`src/rtl/dsd_elem_pkg.sv`:
```
package dsd_elem_pkg;

  // Running-sum update: add the arriving bit, remove the departing bit.
  function automatic logic [15:0] sum_step(input logic [15:0] cur,
                                           input logic arrive,
                                           input logic depart);
    logic [15:0] t;
    t = cur;
    if (arrive && !depart) t = cur + 16'd1;
    else if (!arrive && depart) t = cur - 16'd1;
    return t;
  endfunction

  // Complementary rail value for a stage input.
  function automatic logic rail_n(input logic v);
    return ~v;
  endfunction

endpackage

```
`src/rtl/dsd_delay_line.sv`:
```
module dsd_delay_line #(
  parameter int N_ELEM = 32
) (
  input  logic              clk,
  input  logic              rst,
  input  logic              adv,
  input  logic              din,
  output logic [N_ELEM-1:0] taps,
  output logic [N_ELEM-1:0] taps_next,
  output logic              tail
);

  assign taps_next = {taps[N_ELEM-2:0], din};
  assign tail      = taps[N_ELEM-1];

  for (genvar s = 0; s < N_ELEM; s++) begin : g_stage
    always_ff @(posedge clk) begin
      if (rst)      taps[s] <= 1'b0;
      else if (adv) taps[s] <= taps_next[s];
    end
  end

endmodule

```
`src/rtl/dsd_run_sum.sv`:
```
module dsd_run_sum
  import dsd_elem_pkg::*;
#(
  parameter int N_ELEM = 32,
  localparam int CW = $clog2(N_ELEM + 1)
) (
  input  logic          clk,
  input  logic          rst,
  input  logic          adv,
  input  logic          arrive,
  input  logic          depart,
  output logic [CW-1:0] sum
);

  logic [15:0] wide_next;

  always_comb wide_next = sum_step(16'(sum), arrive, depart);

  always_ff @(posedge clk) begin
    if (rst)      sum <= '0;
    else if (adv) sum <= wide_next[CW-1:0];
  end

endmodule

```
`src/rtl/dsd_bal_rail.sv`:
```
module dsd_bal_rail
  import dsd_elem_pkg::*;
#(
  parameter int N_ELEM = 32
) (
  input  logic              clk,
  input  logic              rst,
  input  logic              adv,
  input  logic [N_ELEM-1:0] nxt,
  output logic [N_ELEM-1:0] q_n
);

  for (genvar s = 0; s < N_ELEM; s++) begin : g_rail
    always_ff @(posedge clk) begin
      if (rst)      q_n[s] <= 1'b1;
      else if (adv) q_n[s] <= rail_n(nxt[s]);
    end
  end

endmodule

```
`src/rtl/dsd_elem_driver.sv`:
```
module dsd_elem_driver #(
  parameter int N_ELEM = 32,
  localparam int CW = $clog2(N_ELEM + 1)
) (
  input  logic              clk,
  input  logic              rst,
  input  logic              bit_en,
  input  logic              bit_in,
  output logic [N_ELEM-1:0] elem_p,
  output logic [N_ELEM-1:0] elem_n,
  output logic [CW-1:0]     level
);

  // Named internal events, visible to the checker
  logic              adv;
  logic              exit_bit;
  logic [N_ELEM-1:0] chain_next;

  assign adv = bit_en;

  dsd_delay_line #(.N_ELEM(N_ELEM)) u_line (
    .clk(clk), .rst(rst), .adv(adv), .din(bit_in),
    .taps(elem_p), .taps_next(chain_next), .tail(exit_bit)
  );

  dsd_run_sum #(.N_ELEM(N_ELEM)) u_sum (
    .clk(clk), .rst(rst), .adv(adv),
    .arrive(bit_in), .depart(exit_bit), .sum(level)
  );

  dsd_bal_rail #(.N_ELEM(N_ELEM)) u_rail (
    .clk(clk), .rst(rst), .adv(adv), .nxt(chain_next), .q_n(elem_n)
  );

endmodule

```
`config.mk`:
```
export PLATFORM = sky130hd
export DESIGN_NAME = dsd_elem_driver
export DESIGN_NICKNAME = d
export VERILOG_FILES = /design/src/rtl/dsd_elem_pkg.sv /design/src/rtl/dsd_delay_line.sv /design/src/rtl/dsd_run_sum.sv /design/src/rtl/dsd_bal_rail.sv /design/src/rtl/dsd_elem_driver.sv
export SDC_FILE = /design/constraint.sdc
export NUM_CORES = 1
export LEC_CHECK = 0
export BUFFER_PORTS_ARGS = -buffer_cell sky130_fd_sc_hd__buf_2
export CORE_MARGIN = 3
export CORE_UTILIZATION = 57
export CTS_BUF_LIST = sky130_fd_sc_hd__clkbuf_2
export DETAILED_ROUTE_END_ITERATION = 6
export PLACE_DENSITY = 0.88
export SLEW_MARGIN = 20
export SYNTH_ARGS = -nofsm -noshare
export SYNTH_HDL_FRONTEND = slang
export SYNTH_SLANG_ARGS = --single-unit
```
`constraint.sdc`:
```
create_clock -name clk -period 3.2 [get_ports clk]
set_input_delay 0 -clock clk [delete_from_list [all_inputs] [get_ports clk]]
set_output_delay 0 -clock clk [all_outputs]
set_load 0.02 [all_outputs]
```
Word-level counts from Yosys, hierarchy flattened
Index checks and enable logic that the tools add are counted.

Output and inout port bits: 70. Bits in registers: 70. Logic and storage cells: 107. Input port bits: 4.

Bitwise logic cells: 32. Reduce and logical (&&, ||, !) cells: 6. Mux-type cells: 2. Add/sub/neg operators: 2.

Operators with widths (number): 1-bit NOT (32); 6-bit 2-to-1 mux (2); 6-bit by 1-bit adder with 6-bit output, second input constant (1); 6-bit by 1-bit subtractor with 6-bit output, second input constant (1); 1-bit logical AND (2); 1-bit zero test (2); 2-bit AND reduction (1); 2-bit nonzero test (1).

Depth between registers and ports, before layout
Gate-level depths: netlist of run 1.

Depth after elaboration: 4. Mapped depth: 9. Gate-level depth less buffers: 9.

By module
A second synthesis of run 1 with hierarchy kept.

Cell total of the unflattened synthesis: 326. Area total of the unflattened synthesis: 3170.5 µm².

Modules (own cells, without submodules): dsd_delay_line (sequential area each 640.6 µm², cells each 136, instances 1, area an instance 1411.4 µm²); dsd_bal_rail (sequential area each 640.6 µm², cells each 138, instances 1, area an instance 1280.0 µm²); dsd_run_sum (sequential area each 120.1 µm², cells each 52, instances 1, area an instance 479.2 µm²).

Least setup slack after synthesis of run 1
No wires, ideal clock.

Kind: reg2reg. Start point: register u_line.taps[31], in the netlist u_line.tail. End point: register u_sum.sum[5]. Arrival time: 1.741 ns. Path slack: 1.391 ns. Required time: 3.133 ns. Library setup time: 0.067 ns. Clock period less this slack: 1.809 ns. Path buffers: 0. Cell stages (with the launch flop): 10. Cells stage by stage: dfxtp_1 inv_1 ha_1 inv_1 ha_1 a21o_1 a21oi_1 nand4_1 a21o_1 a21oi_2.

Word-level cells in the longest chain between the ends: 4. Elaborated cells on any way between the ends: 6. Classes of those cells: 1 x mux; 5 x reduce/logical.

RTL lines: start: declaration (line dsd_delay_line.sv:8) `output logic [N_ELEM-1:0] taps,`; start signal: indexed assignment (line dsd_delay_line.sv:19) `else if (adv) taps[s] <= taps_next[s];`; 1-bit zero test (line dsd_elem_pkg.sv:9) `if (arrive && !depart) t = cur + 16'd1;`; 1-bit logical AND (line dsd_elem_pkg.sv:9); 2-bit nonzero test (no line); 2-bit AND reduction (no line); end signal: assignment (line dsd_run_sum.sv:21) `else if (adv) sum <= wide_next[CW-1:0];`; end: declaration (line dsd_run_sum.sv:12) `output logic [CW-1:0] sum`.

Parallel ways exist; a longest one is shown, timed or not. A chain may end at the register's enable or synchronous reset.

Worst setup path after layout of run 1
Same ends and word-level chain as after synthesis.

==> results.md, run 1 <==
- The setup violation total in the final timing report is 0.
- Once layout is complete, the utilization of the core stands at 0.723.
- The area of the die is 0.00543 mm².
- The CTS H-tree depth is 3.
- The clock period could shrink to 2.05 ns.
- Yosys printed 0 warnings.
- Entering global routing, the biggest net connects 71 pins.
- The ratio of final minimum period to clock period is 0.640.
- The via count of the routed design is 2,062.
- The number of unique standard cell types used by synthesis is 22.
- The maximum clock path buffer count is 2.
- The number of antenna violations at the first check in global routing is 0.
- The number of antenna diodes is 0.
- The detailed-route vias per instance is 5.08.
- Input and output buffers added on the ports amount to 73.
- The relative contribution of sequential cells to total power is 0.652.
- The data arrival time of the critical path is 2.43 ns.
- The critical path start-end classification is reg -> reg.
- The kind of cell adding the most delay to the critical path is compound AO/OA/AOI/OAI gates.
- The number of ports placed on the die boundary is 74.
- The post-synthesis cell area is 0.00261 mm².
- The first detailed-routing pass took 4 iterations.
- STA classifies the critical path startpoint as a flop.
- The area growth from synthesis to layout is 16.4%.
- The final-report max-slew violation count was 0.
- The tree is rooted in a clkbuf_2.
- The run finished with clean final reports.
- The cell count after synthesis came out at 286.
- Of the total power, the clock network draws 0.266.
- The placer congestion estimate is 0.739.
- In this run the worst path has a maximum fanout of 6.
- The average wire per standard cell is 12.7 µm.
- The global-route wire length before repair is 8560 µm.
- The CTS tree is done.
- Setup repair after global routing left no endpoint under its margin.
- The stage delay of the slowest cell on the critical path is 0.38 ns.
- The sum of negative setup slack is 0 ns.
- The core area is 0.00420 mm².
- The share of total power dissipated in combinational logic is 0.081.
- The slowest stage of the critical path belongs to the cell dfxtp_1.
- The x dimension of the die is 73.7 µm.
- For this run the aggregate overflow at the end of global routing stands at 0.
- The detail route stage leaves a number of antenna-violating nets equal to 0.
- For this design the static power due to leakage is 0.00123 µW.
- Setup slack on the critical path of the routed design comes to 1.15 ns.
- The switching component of the power is 341 µW.
- The fraction of the yosys area taken by sequential cells is 0.537.
- The power per cell area is 449 mW/mm².
- In this run, synthesis produced a sequential element count of 70.
- The tool flagged a number of max-cap violations equal to 0.
- At the placement stage, the worst setup path has a slack of 1.17 ns.
- The effective utilization at floorplan is 0.621.
- The count of final hold-check violations is 0.
- Between clock sinks in the finished design, the worst skew comes to 0.0120 ns.
- The total setup buffers inserted after CTS is 0.
- The share of post-route cells with drive strength above 1 is 0.242.
- Timing would allow up to 488 MHz.
- The clock latency reported for the late side of the worst-skew pair is 0.45 ns.
- The worst hold path class is in -> reg.
- The DRC violation total after the first TritonRoute iteration is 94.
- After synthesis, the mean cell area works out to 9.13 µm².
- Headroom to the max-slew limit came out at 0.303.
- The fill cell total of the finished layout is 356.
- The total nets after synthesis is 296.
- The internal power is 1020 µW.
- The final layout contains routed wiring with a total length of 5180 µm.
- The clock-pin transition on the worst setup and hold timing paths is 0.16 ns.
- The number of gates resized after CTS was 0.
- In this run the core area contains 23 standard-cell rows.
- The count of unresolved DRC violations after routing is 0.
- STA classifies the critical path endpoint as a flop.
- At the pin with the least slew margin, the transition time is 1.05 ns.
- The signal on the critical path passes through inv_1 > ha_1 > inv_1 > ha_1 > a21o_1 > a21oi_1 > nand4_1 > a21o_1 > a21oi_2.
- In this run, CTS created clock tree buffers numbering 9.
- Data on the critical path is required at its endpoint by 3.59 ns.
- IR analysis of the VDD net gives a maximum drop of 0.000308 V.
- The die is 73.7 µm tall.
- The global-route usage over all layers is 0.204.
- The detailed placement HPWL is 3540 µm.
- Clock tree synthesis found a total of 70 sinks.
- The switching share of total power is 0.250.
- The post-layout net count is 362.
- The number of global-route vias before repair is 1,910.
- The number of buffers and inverters on the critical path is 2.
## state kept, by name, indices dropped and copies added, names as in the netlist
signal	count
u_rail.q_n	32
u_line.taps	31
u_line.tail	1
u_sum.sum	6
## kinds of logic after synthesis
| group | share of synthesized area |
|---|---|
| buffers and inverters | 0.0398 |
| AND/OR/NAND/NOR | 0.218 |
| multiplexers | 0.0115 |
| adder cells (fa/ha/maj) | 0.0316 |
| XOR/XNOR | 0.0134 |
| AO/OA/AOI/OAI | 0.149 |
| flip-flops | 0.537 |
## area by class of cell
class | count | area (µm²) | area share
clock inverter | 4 | 15.0 | 0.00494
tap | 50 | 62.6 | 0.0206
sequential | 70 | 1400 | 0.461
clock buffer | 11 | 55.1 | 0.0181
timing repair buffer | 76 | 393 | 0.129
multi-input combinational | 193 | 1100 | 0.364
inverter | 2 | 7.51 | 0.00247
## Yosys cell counts
cell / n / share of area
a211oi_1: 1 / 0.0029
buf_6: 1 / 0.0043
and2b_1: 1 / 0.0029
a21oi_1: 35 / 0.067
mux2i_1: 3 / 0.012
buf_2: 2 / 0.0038
o21ai_0: 32 / 0.061
xnor2_1: 4 / 0.013
inv_1: 2 / 0.0029
ha_1: 5 / 0.024
nand3_1: 1 / 0.0019
a21oi_2: 1 / 0.0034
clkbuf_1: 14 / 0.020
nand2_1: 33 / 0.047
fa_1: 1 / 0.0077
a21o_1: 5 / 0.014
nand2b_1: 64 / 0.15
nor2_1: 5 / 0.0072
dfxtp_1: 70 / 0.54
buf_4: 2 / 0.0058
buf_1: 2 / 0.0029
nand4_1: 2 / 0.0048
## final timing paths
path / startpoint / cells after the start / end / slack [ns]
worst min register to register: u_line.taps[22]$_SDFFE_PP0P_ / 2 / u_line.taps[22]$_SDFFE_PP0P_ / 0.49
worst max register to register: u_line.tail$_SDFFE_PP0P_ / 9 / u_sum.sum[5]$_SDFFE_PP0P_ / 1.15
worst min-delay path: rst / 2 / u_sum.sum[3]$_SDFFE_PP0P_ / 0.23
worst max-delay path: u_line.tail$_SDFFE_PP0P_ / 9 / u_sum.sum[5]$_SDFFE_PP0P_ / 1.15
## power by group through the flow
stage                     registers [µW]  logic [µW]  clock network (µW)
after floorplan                      918        78.6                   0
after global placement               908         105                   0
after detailed placement             908         109                   0
after CTS                            890         111                 381
after global routing                 892         123                 415
final                                889         111                 363
## layer usage
layer	GRT usage	share of wire	vias to the layer above
li1	-	-	1071
met1	0.240	0.45	942
met2	0.338	0.49	43
met3	0.0520	0.052	6
met4	0.111	0.012	0
met5	0	0	-
## cell usage in the layout, fill, tap and decap left out, types with 2 or more instances in the layout
master | synthesis | layout
a21o_1 | 5 | 5
a21oi_1 | 35 | 35
buf_2 | 2 | 73
clkbuf_2 | 0 | 11
clkinv_1 | 0 | 4
dfxtp_1 | 70 | 70
dlygate4sd3_1 | 0 | 2
ha_1 | 5 | 5
inv_1 | 2 | 2
mux2i_1 | 3 | 3
nand2_1 | 33 | 33
nand2b_1 | 64 | 64
nand4_1 | 2 | 2
nor2_1 | 5 | 5
o21ai_0 | 32 | 32
xnor2_1 | 4 | 4
## timing repair
item	CTS	global route
endpoints found under the hold margin	8	0
hold buffers	2	0
setup endpoints to repair	0	0
## through the flow
step	power, µW	hold WS, ns	area (µm²)	cells
after floorplan	996	0.160	2610	286
after global placement	1010	0.295	2950	389
after detailed placement	1020	0.302	2950	389
after CTS	1380	0.162	3040	406
after global routing	1430	0.215	3040	406
final	1360	0.228	3040	406
(Power assumes the default switching activity.)
==> run 2, diff against run 1 <==
--- a/config.mk
+++ b/config.mk
@@ -5,12 +5,13 @@
 export SDC_FILE = /design/constraint.sdc
 export NUM_CORES = 1
 export LEC_CHECK = 0
+export ABC_AREA = 1
 export BUFFER_PORTS_ARGS = -buffer_cell sky130_fd_sc_hd__buf_2
 export CORE_MARGIN = 3
-export CORE_UTILIZATION = 57
+export CORE_UTILIZATION = 53
 export CTS_BUF_LIST = sky130_fd_sc_hd__clkbuf_2
 export DETAILED_ROUTE_END_ITERATION = 6
-export PLACE_DENSITY = 0.88
+export PLACE_DENSITY = 0.83
 export SLEW_MARGIN = 20
 export SYNTH_ARGS = -nofsm -noshare
 export SYNTH_HDL_FRONTEND = slang
==> constraint.sdc (replaced) <==
create_clock -name clk -period 2 [get_ports clk]
set_input_delay 0 -clock clk [delete_from_list [all_inputs] [get_ports clk]]
set_output_delay 0 -clock clk [all_outputs]
set_load 0.02 [all_outputs]
==> run 2 against run 1 <==
First-iteration DRC count increased by 19%; synthesized cell count increased by 4.5%; critical path depth up 1; global-route usage shrank 0.33 points; maximum frequency is 22% higher; final cell count increased by 5.2%; flip-flop and latch count unchanged; sequential power is 65% higher; die area increased by 5.4%.
==> results.md, run 2 <==
- The post-synthesis cell area is 0.00257 mm² (-1.6%).
- The TritonCTS buffer count is 9 (unchanged).
- The flip-flop and latch area is 0.00140 mm² (unchanged).
- The area of the die is 0.00572 mm² (+5.4%).
- The first-pass iteration count of the detailed router is 4 (unchanged).
- The total setup buffers inserted after CTS was 0 (unchanged).
- The maximum clock frequency came to 594 MHz (+22%).
- The height of the die is 75.6 µm (+2.6%).
- The DRC violation total after the first TritonRoute iteration is 112 (+19%).
- The time the final worst path needs with I/O delays and setup is 1.68 ns (-0.367 ns).
- The post-cts sizing count is 0 (unchanged).
- The number of antenna violations at the first check in global routing is 0 (unchanged).
- The count of antenna-violating nets left after detailed routing was 0 (unchanged).
- The routed wire length is 5390 µm (+4.1%).
- The global-route usage over all layers was 0.201 (-0.00328).
- The ratio of final minimum period to clock period is 0.841 (+0.201).
- The library cell used most frequently in the layout, excluding fill and tap cells, is nand2_1.
- The leakage dissipation was 0.00136 µW (+11%).
- STA classifies the critical path endpoint as a flop.
- The largest registers in the layout are u_rail.q_n x32, u_line.taps x31, u_sum.sum x6.
- The number of flops mapped to enable cells by yosys is 0 (unchanged).
- The maximum fanout along the worst path is 5 (-1).
- The sum of negative setup slack is 0 ns (unchanged).
- The effective utilization at floorplan is 0.570 (-0.0509).
- The share of post-route cells with drive strength above 1 is 0.291 (+0.0491).
- The count of final hold-check violations is 0 (unchanged).
- The area taken by multi-input logic gates came to 992 µm² (-10%).
- The clock latency reported for the late side of the worst-skew pair came to 0.48 ns (+0.03 ns).
- The fraction of the yosys area taken by sequential cells came to 0.546 (+0.00863).
- The cell at the root of the clock tree is clkbuf_2.
- The share of the synthesized area in the top cell type is 0.546 (+0.00863).
- The flip-flop count of the largest register after layout came to 32 (unchanged).
- The data arrival time of the critical path is 2.07 ns (-0.36 ns).
- The CTS H-tree depth came to 3 (unchanged).
- The row count was 24 (+4.3%).
- The power per cell area came to 874 mW/mm² (+95%).
- The transition at the pin with the smallest max-transition slack is 0.650 ns (-0.396 ns).
- The number of warnings reported in the yosys synthesis log is 0 (unchanged).
- The required arrival time at the worst endpoint was 2.39 ns (-1.20 ns).
- The average wire per standard cell was 12.6 µm (-1.0%).
- The maximum clock skew at final layout came to 0.0174 ns (+0.00545 ns).
- The maximum clock path buffer count is 2 (unchanged).
- Counting instances in the post-synthesis netlist gives the leading cell types as nand2_1, dfxtp_1, a21oi_1.
- The area growth from synthesis to layout is 19.0%.
- The placer congestion estimate was 0.873 (+18%).
- The number of max-cap violations came to 0 (unchanged).
- The post-layout net count is 380 (+5.0%).
- The top cell types in the final layout, fill and taps aside, are nand2_1, buf_2, dfxtp_1.
- The worst voltage drop across the vdd grid is 0.000532 V (+73%).
- The fill cell total of the finished layout is 388 (+9.0%).
- The number of antenna diodes came to 0 (unchanged).
- Setup repair after global routing left no endpoint under its margin.
- The dominant register cell in the synthesized netlist is dfxtp_1.
- The gate count after technology mapping is 299 (+4.5%).
- The detailed placement HPWL is 3610 µm (+2.0%).
- The total nets after synthesis is 309 (+4.4%).
- The setup violation total in the final timing report is 0 (unchanged).
- The normalized max-slew margin is 0.567 (+0.264).
- The maximum number of pins on one net before global-route repair is 46 (-35%).
- The number of unique standard cell types used by synthesis is 24 (+9.1%).
- The core area is 0.00450 mm² (+7.2%).
- The final-report max-slew violation count is 0 (unchanged).
- The worst hold path class is in -> reg.
- The via count of the routed design is 2,177 (+5.6%).
- The CTS tree is done.
- The run finished with clean final reports.
- The average size of a mapped cell came to 8.59 µm² (-5.9%).
- The critical path is of the reg -> reg type.
- Ranked by total cell area, the synthesized netlist is headed by dfxtp_1, nand2_1, a21oi_1, o21ai_0, nor2_2.
- The count of clock tree sinks is 70 (unchanged).
- The slack of the worst reg-to-reg path is 0.32 ns (-0.83 ns).
- The x dimension of the die is 75.6 µm (+2.6%).
- The number of global-route vias before repair was 1,950 (+2.1%).
- The cell type contributing the most total cell area after synthesis is dfxtp_1.
- The hold buffer count at CTS came to 2 (unchanged).
- The async set-or-reset flop fraction in the synthesized netlist was 0 (unchanged).
- The worst hold slack across all endpoints is 0.0750 ns (-0.153 ns).
- The register bit count reported by yosys was 70 (unchanged).
- The count of unresolved DRC violations after routing is 0 (unchanged).
- The total of buffers placed on input and output ports is 73 (unchanged).
- The startpoint class of the critical path is a flop.
- The register with the most flip-flops in the final layout is u_rail.q_n.
- The most common cell in the synthesized netlist is nand2_1.
- The clock-pin transition on the worst setup and hold timing paths is 0.19 ns (+0.03 ns).
- The number of ports placed on the die boundary is 74 (unchanged).
- The detailed-route vias per instance is 5.10 (+0.38%).
- The global-route wire length before repair is 8620 µm (+0.72%).
- The total congestion overflow after global routing came to 0 (unchanged).
-- run 2: final timing paths --
path	from	endpoint	cells past startpoint
setup / recovery	u_line.tail$_SDFFE_PP0P_	u_sum.sum[5]$_SDFFE_PP0P_	10
hold / removal	bit_en	u_line.taps[24]$_SDFFE_PP0P_	3
setup reg to reg	u_line.tail$_SDFFE_PP0P_	u_sum.sum[5]$_SDFFE_PP0P_	10
hold reg to reg	u_rail.q_n[10]$_SDFFE_PP1P_	u_rail.q_n[10]$_SDFFE_PP1P_	2
-- run 2: cell type report --
class	count	share of cell area
Sequential cell	70	0.458
Multi-Input combinational cell	199	0.325
Timing Repair Buffer	77	0.131
Clock inverter	6	0.0282
Tap cell	52	0.0213
Inverter	13	0.0201
Clock buffer	10	0.0164
-- run 2: routing by layer --
layer	global-route usage	part of all wire	vias to the layer above
li1	-	-	1116
met1	0.243	0.45	997
met2	0.329	0.48	56
met3	0.0594	0.056	8
met4	0.0932	0.013	0
met5	0	0	-
-- run 2: report_power, final --
group          internal (µW)  switching, µW  leakage, µW
registers               1440           31.6     0.000572
logic                   96.0            193     0.000710
clock network            417            494    0.0000819
-- run 2: kinds of logic after synthesis --
logic type | share of synthesized area
flops | 0.546
xor+xnor | 0.00682
fa+ha+maj | 0.0321
buf+inv | 0.0682
compound gates | 0.143
simple gates | 0.204
-- run 2: metrics by stage --
stage	util	area [µm²]	power [µW]	instances	setup slack (ns)
after global placement	0.644	2900	1780	409	0.450
after detailed placement	0.644	2900	1790	409	0.360
final	0.679	3060	2670	427	0.318
after CTS	0.679	3060	2700	427	0.317
after global routing	0.679	3060	2800	427	0.159
after floorplan	-	2570	1720	299	0.506
-- run 2: worst max-delay path, stage by stage (launching register included) --
cell	delay, ns
dfxtp_1	0.38
inv_1	0.05
ha_1	0.19
inv_1	0.16
ha_1	0.31
inv_1	0.08
nand2_1	0.08
nand3_1	0.11
a21oi_1	0.08
nor2_1	0.12
nor2_1	0.05
==> run 3, diff against run 2 <==
==> constraint.sdc (replaced) <==
create_clock -name clk -period 1.6 [get_ports clk]
set_input_delay 0 -clock clk [delete_from_list [all_inputs] [get_ports clk]]
set_output_delay 0 -clock clk [all_outputs]
set_load 0.02 [all_outputs]
==> run 3 against run 2 <==
Non-clock buffer count grew 5; critical path depth shrank 2; clock-buffer cell count is the same; via count shrank 0.28%; largest power group unchanged; global-route usage grew 0.97 points; sequential power grew 25%; first-iteration DRC count grew 64%.
==> results.md, run 3 (synthesized netlist as in run 2, its figures left out) <==
- The run finished with clean final reports.
- The total congestion overflow after global routing is 0 (unchanged).
- The post-placement cell count is 412 (+0.73%).
- The global-route wire length before repair is 9020 µm (+4.6%).
- The clock-pin transition on the worst setup and hold timing paths is 0.18 ns (about the same).
- The cell at the slowest stage of the critical path is fa_1.
- The number of ports placed on the die boundary is 74 (unchanged).
- The maximum clock skew at final layout is 0.0265 ns (+0.00907 ns).
- The count of placed standard cells in the final layout, fillers left out was 432 (+1.2%).
- The total setup buffers inserted after CTS is 0 (unchanged).
- The placer congestion estimate came to 0.873 (about the same).
- The normalized max-slew margin is 0.786 (+0.220).
- The maximum number of pins on one net before global-route repair is 46 (unchanged).
- The final-report max-slew violation count came to 0 (unchanged).
- The detailed-route vias per instance is 5.03 (-1.4%).
- The worst voltage drop across the vdd grid is 0.000516 V (-3.0%).
- Setup repair after global routing left no endpoint under its margin.
- The total of buffers placed on input and output ports is 73 (unchanged).
- The register containing the most flip-flops in the final layout is u_rail.q_n.
- Grouping stages by cell kind, the critical path spends the most delay in adder cells.
- The stage delay of the slowest cell on the critical path came to 0.41 ns (+0.03 ns).
- The flip-flop count of the largest register after layout is 32 (unchanged).
- The power per cell area is 1110 mW/mm² (+27%).
- The top cell types in the final layout, fill and taps aside, are nand2_1, buf_2, dfxtp_1.
- The global-route usage over all layers is 0.210 (+0.00975).
- The core area is 0.00450 mm² (unchanged).
- The data arrival time of the critical path is 1.88 ns (-0.19 ns).
- The average wire per standard cell came to 13.2 µm (+4.2%).
- The final worst-path setup slack is 0.122 ns (-0.196 ns).
- The first-pass iteration count of the detailed router was 5 (+1).
- Walking the worst path, the cells encountered are inv_2 > ha_4 > inv_4 > fa_1 > nand3_1 > a21oi_1 > o21ai_1 > inv_1.
- The row count was 24 (unchanged).
- The effective utilization at floorplan came to 0.570 (unchanged).
- The setup violation total in the final timing report is 0 (unchanged).
- The count of clock tree sinks is 70 (unchanged).
- The number of antenna diodes is 0 (unchanged).
- The DRC violation total after the first TritonRoute iteration is 184 (+64%).
- The clock latency reported for the late side of the worst-skew pair is 0.49 ns (about the same).
- The ratio of final minimum period to clock period is 0.924 (+0.0826).
- The startpoint class of the critical path is a flop.
- The number of antenna violations at the first check in global routing is 0 (unchanged).
- The worst setup timing slack at the placement stage is -0.0633 ns (-0.424 ns).
- The end-of-flow core utilization is 0.709 (+0.0306).
- The sort of element at the end of the critical path is a flop.
- The share of post-route cells with drive strength above 1 is 0.324 (+0.0330).
- The top routing layer in use is met4.
- The x dimension of the die was 75.6 µm (unchanged).
- The TritonCTS buffer count is 9 (unchanged).
- The number of max-cap violations came to 0 (unchanged).
- The area of the die is 0.00572 mm² (unchanged).
- The critical path start-end classification is reg -> reg.
- The maximum clock path buffer count is 2 (unchanged).
- The count of final hold-check violations was 0 (unchanged).
- The CTS H-tree depth was 3 (unchanged).
- The time the final worst path needs with I/O delays and setup was 1.48 ns (-0.204 ns).
- Clock tree synthesis selected as its root buffer the cell clkbuf_2.
- The wire length the detailed router placed on met1 came to 2570 µm (+5.1%).
- The sum of negative setup slack was 0 ns (unchanged).
- The number of global-route vias before repair came to 1,972 (+1.1%).
- The area growth from synthesis to layout is 24.4%.
- The buffer and inverter count on the worst path is 3 (unchanged).
- The worst hold path class is in -> reg.
- The most common library cell in the layout ignoring fill and taps is nand2_1.
- The via count of the routed design was 2,171 (-0.28%).
- The count of unresolved DRC violations after routing is 0 (unchanged).
- The required arrival time at the worst endpoint came to 2.00 ns (-0.39 ns).
- The maximum clock frequency came to 677 MHz (+14%).
- The leakage dissipation is 0.00140 µW (+2.4%).
- The routed wire length came to 5680 µm (+5.5%).
- The count of antenna-violating nets left after detailed routing is 0 (unchanged).
- The height of the die is 75.6 µm (unchanged).
- The CTS tree is done.
- The detailed-routed wire length on met2 is 2710 µm (+5.5%).
- The routed length on met3 is 294 µm (-2.0%).
- The transition at the pin with the smallest max-transition slack is 0.321 ns (-0.329 ns).
- The maximum fanout along the worst path was 5 (unchanged).
- The detailed placement HPWL is 3720 µm (+3.1%).
- The post-layout net count is 385 (+1.3%).
- The largest registers in the layout are u_rail.q_n x32, u_line.taps x31, u_sum.sum x6.
[run 3: cell types whose count changed in the layout (fill, tap and decap cells not counted), sizes merged]
cell	previous run	this run
buf	75	78
dlygate4sd3	2	4
bufinv	2	3
clkinv	3	2
[run 3: final cells by class]
cell class,count,area [µm²]
multi-input cells,199,1060
flip-flops and latches,70,1400
inverters,13,63.8
fillers,363,1310
clock inverters,6,110
well taps,52,65.1
repair buffers,82,443
clock buffers,10,50.0
[run 3: path summary, 6_finish.rpt]
path                                                 start                    endpoint  slack, ns  cells past startpoint
worst max-delay path              u_line.tail$_SDFFE_PP0P_   u_sum.sum[4]$_SDFFE_PP0P_       0.12                      8
worst min-delay path                                bit_in  u_rail.q_n[0]$_SDFFE_PP1P_       0.40                      5
worst max register to register    u_line.tail$_SDFFE_PP0P_   u_sum.sum[4]$_SDFFE_PP0P_       0.12                      8
worst min register to register  u_rail.q_n[9]$_SDFFE_PP1P_  u_rail.q_n[9]$_SDFFE_PP1P_       0.46                      2
[run 3: stage by stage]
step | power, µW | cell area, µm² | hold slack [ns]
floorplan | 2150 | 2570 | 0.163
global placement | 2230 | 2920 | 0.297
detailed placement | 2240 | 2920 | 0.303
CTS | 3540 | 3140 | 0.324
global route | 3700 | 3190 | 0.402
finish | 3560 | 3190 | 0.401
[run 3: worst reg2reg max path: cells and delay by family, from the launching register on]
kind / cells / cell delay, ns
buffers and inverters: 3 / 0.17
AND/OR/NAND/NOR: 1 / 0.13
flip-flops: 1 / 0.37
AO/OA/AOI/OAI: 2 / 0.20
adder cells (fa/ha/maj): 2 / 0.55
[run 3: report_power, final]
group | total, µW | internal [µW] | switching, µW
clock | 1310 | 678 | 631
combinational | 404 | 147 | 257
sequential | 1840 | 1800 | 43.1
total | 3560 | 2630 | 931
[run 3: routing by layer]
metal,vias up,global-route usage
li1,1118,-
met1,987,0.261
met2,55,0.334
met3,11,0.0699
met4,0,0.0932
met5,-,0
[run 3: what timing repair did]
| item | in CTS | in global routing |
|---|---|---|
| setup endpoints to repair | 3 | 3 |
| resized for setup | 2 | 12 |
| pin swaps | 0 | 1 |
| hold buffers | 4 | 0 |
| endpoints found under the hold margin | 43 | 0 |
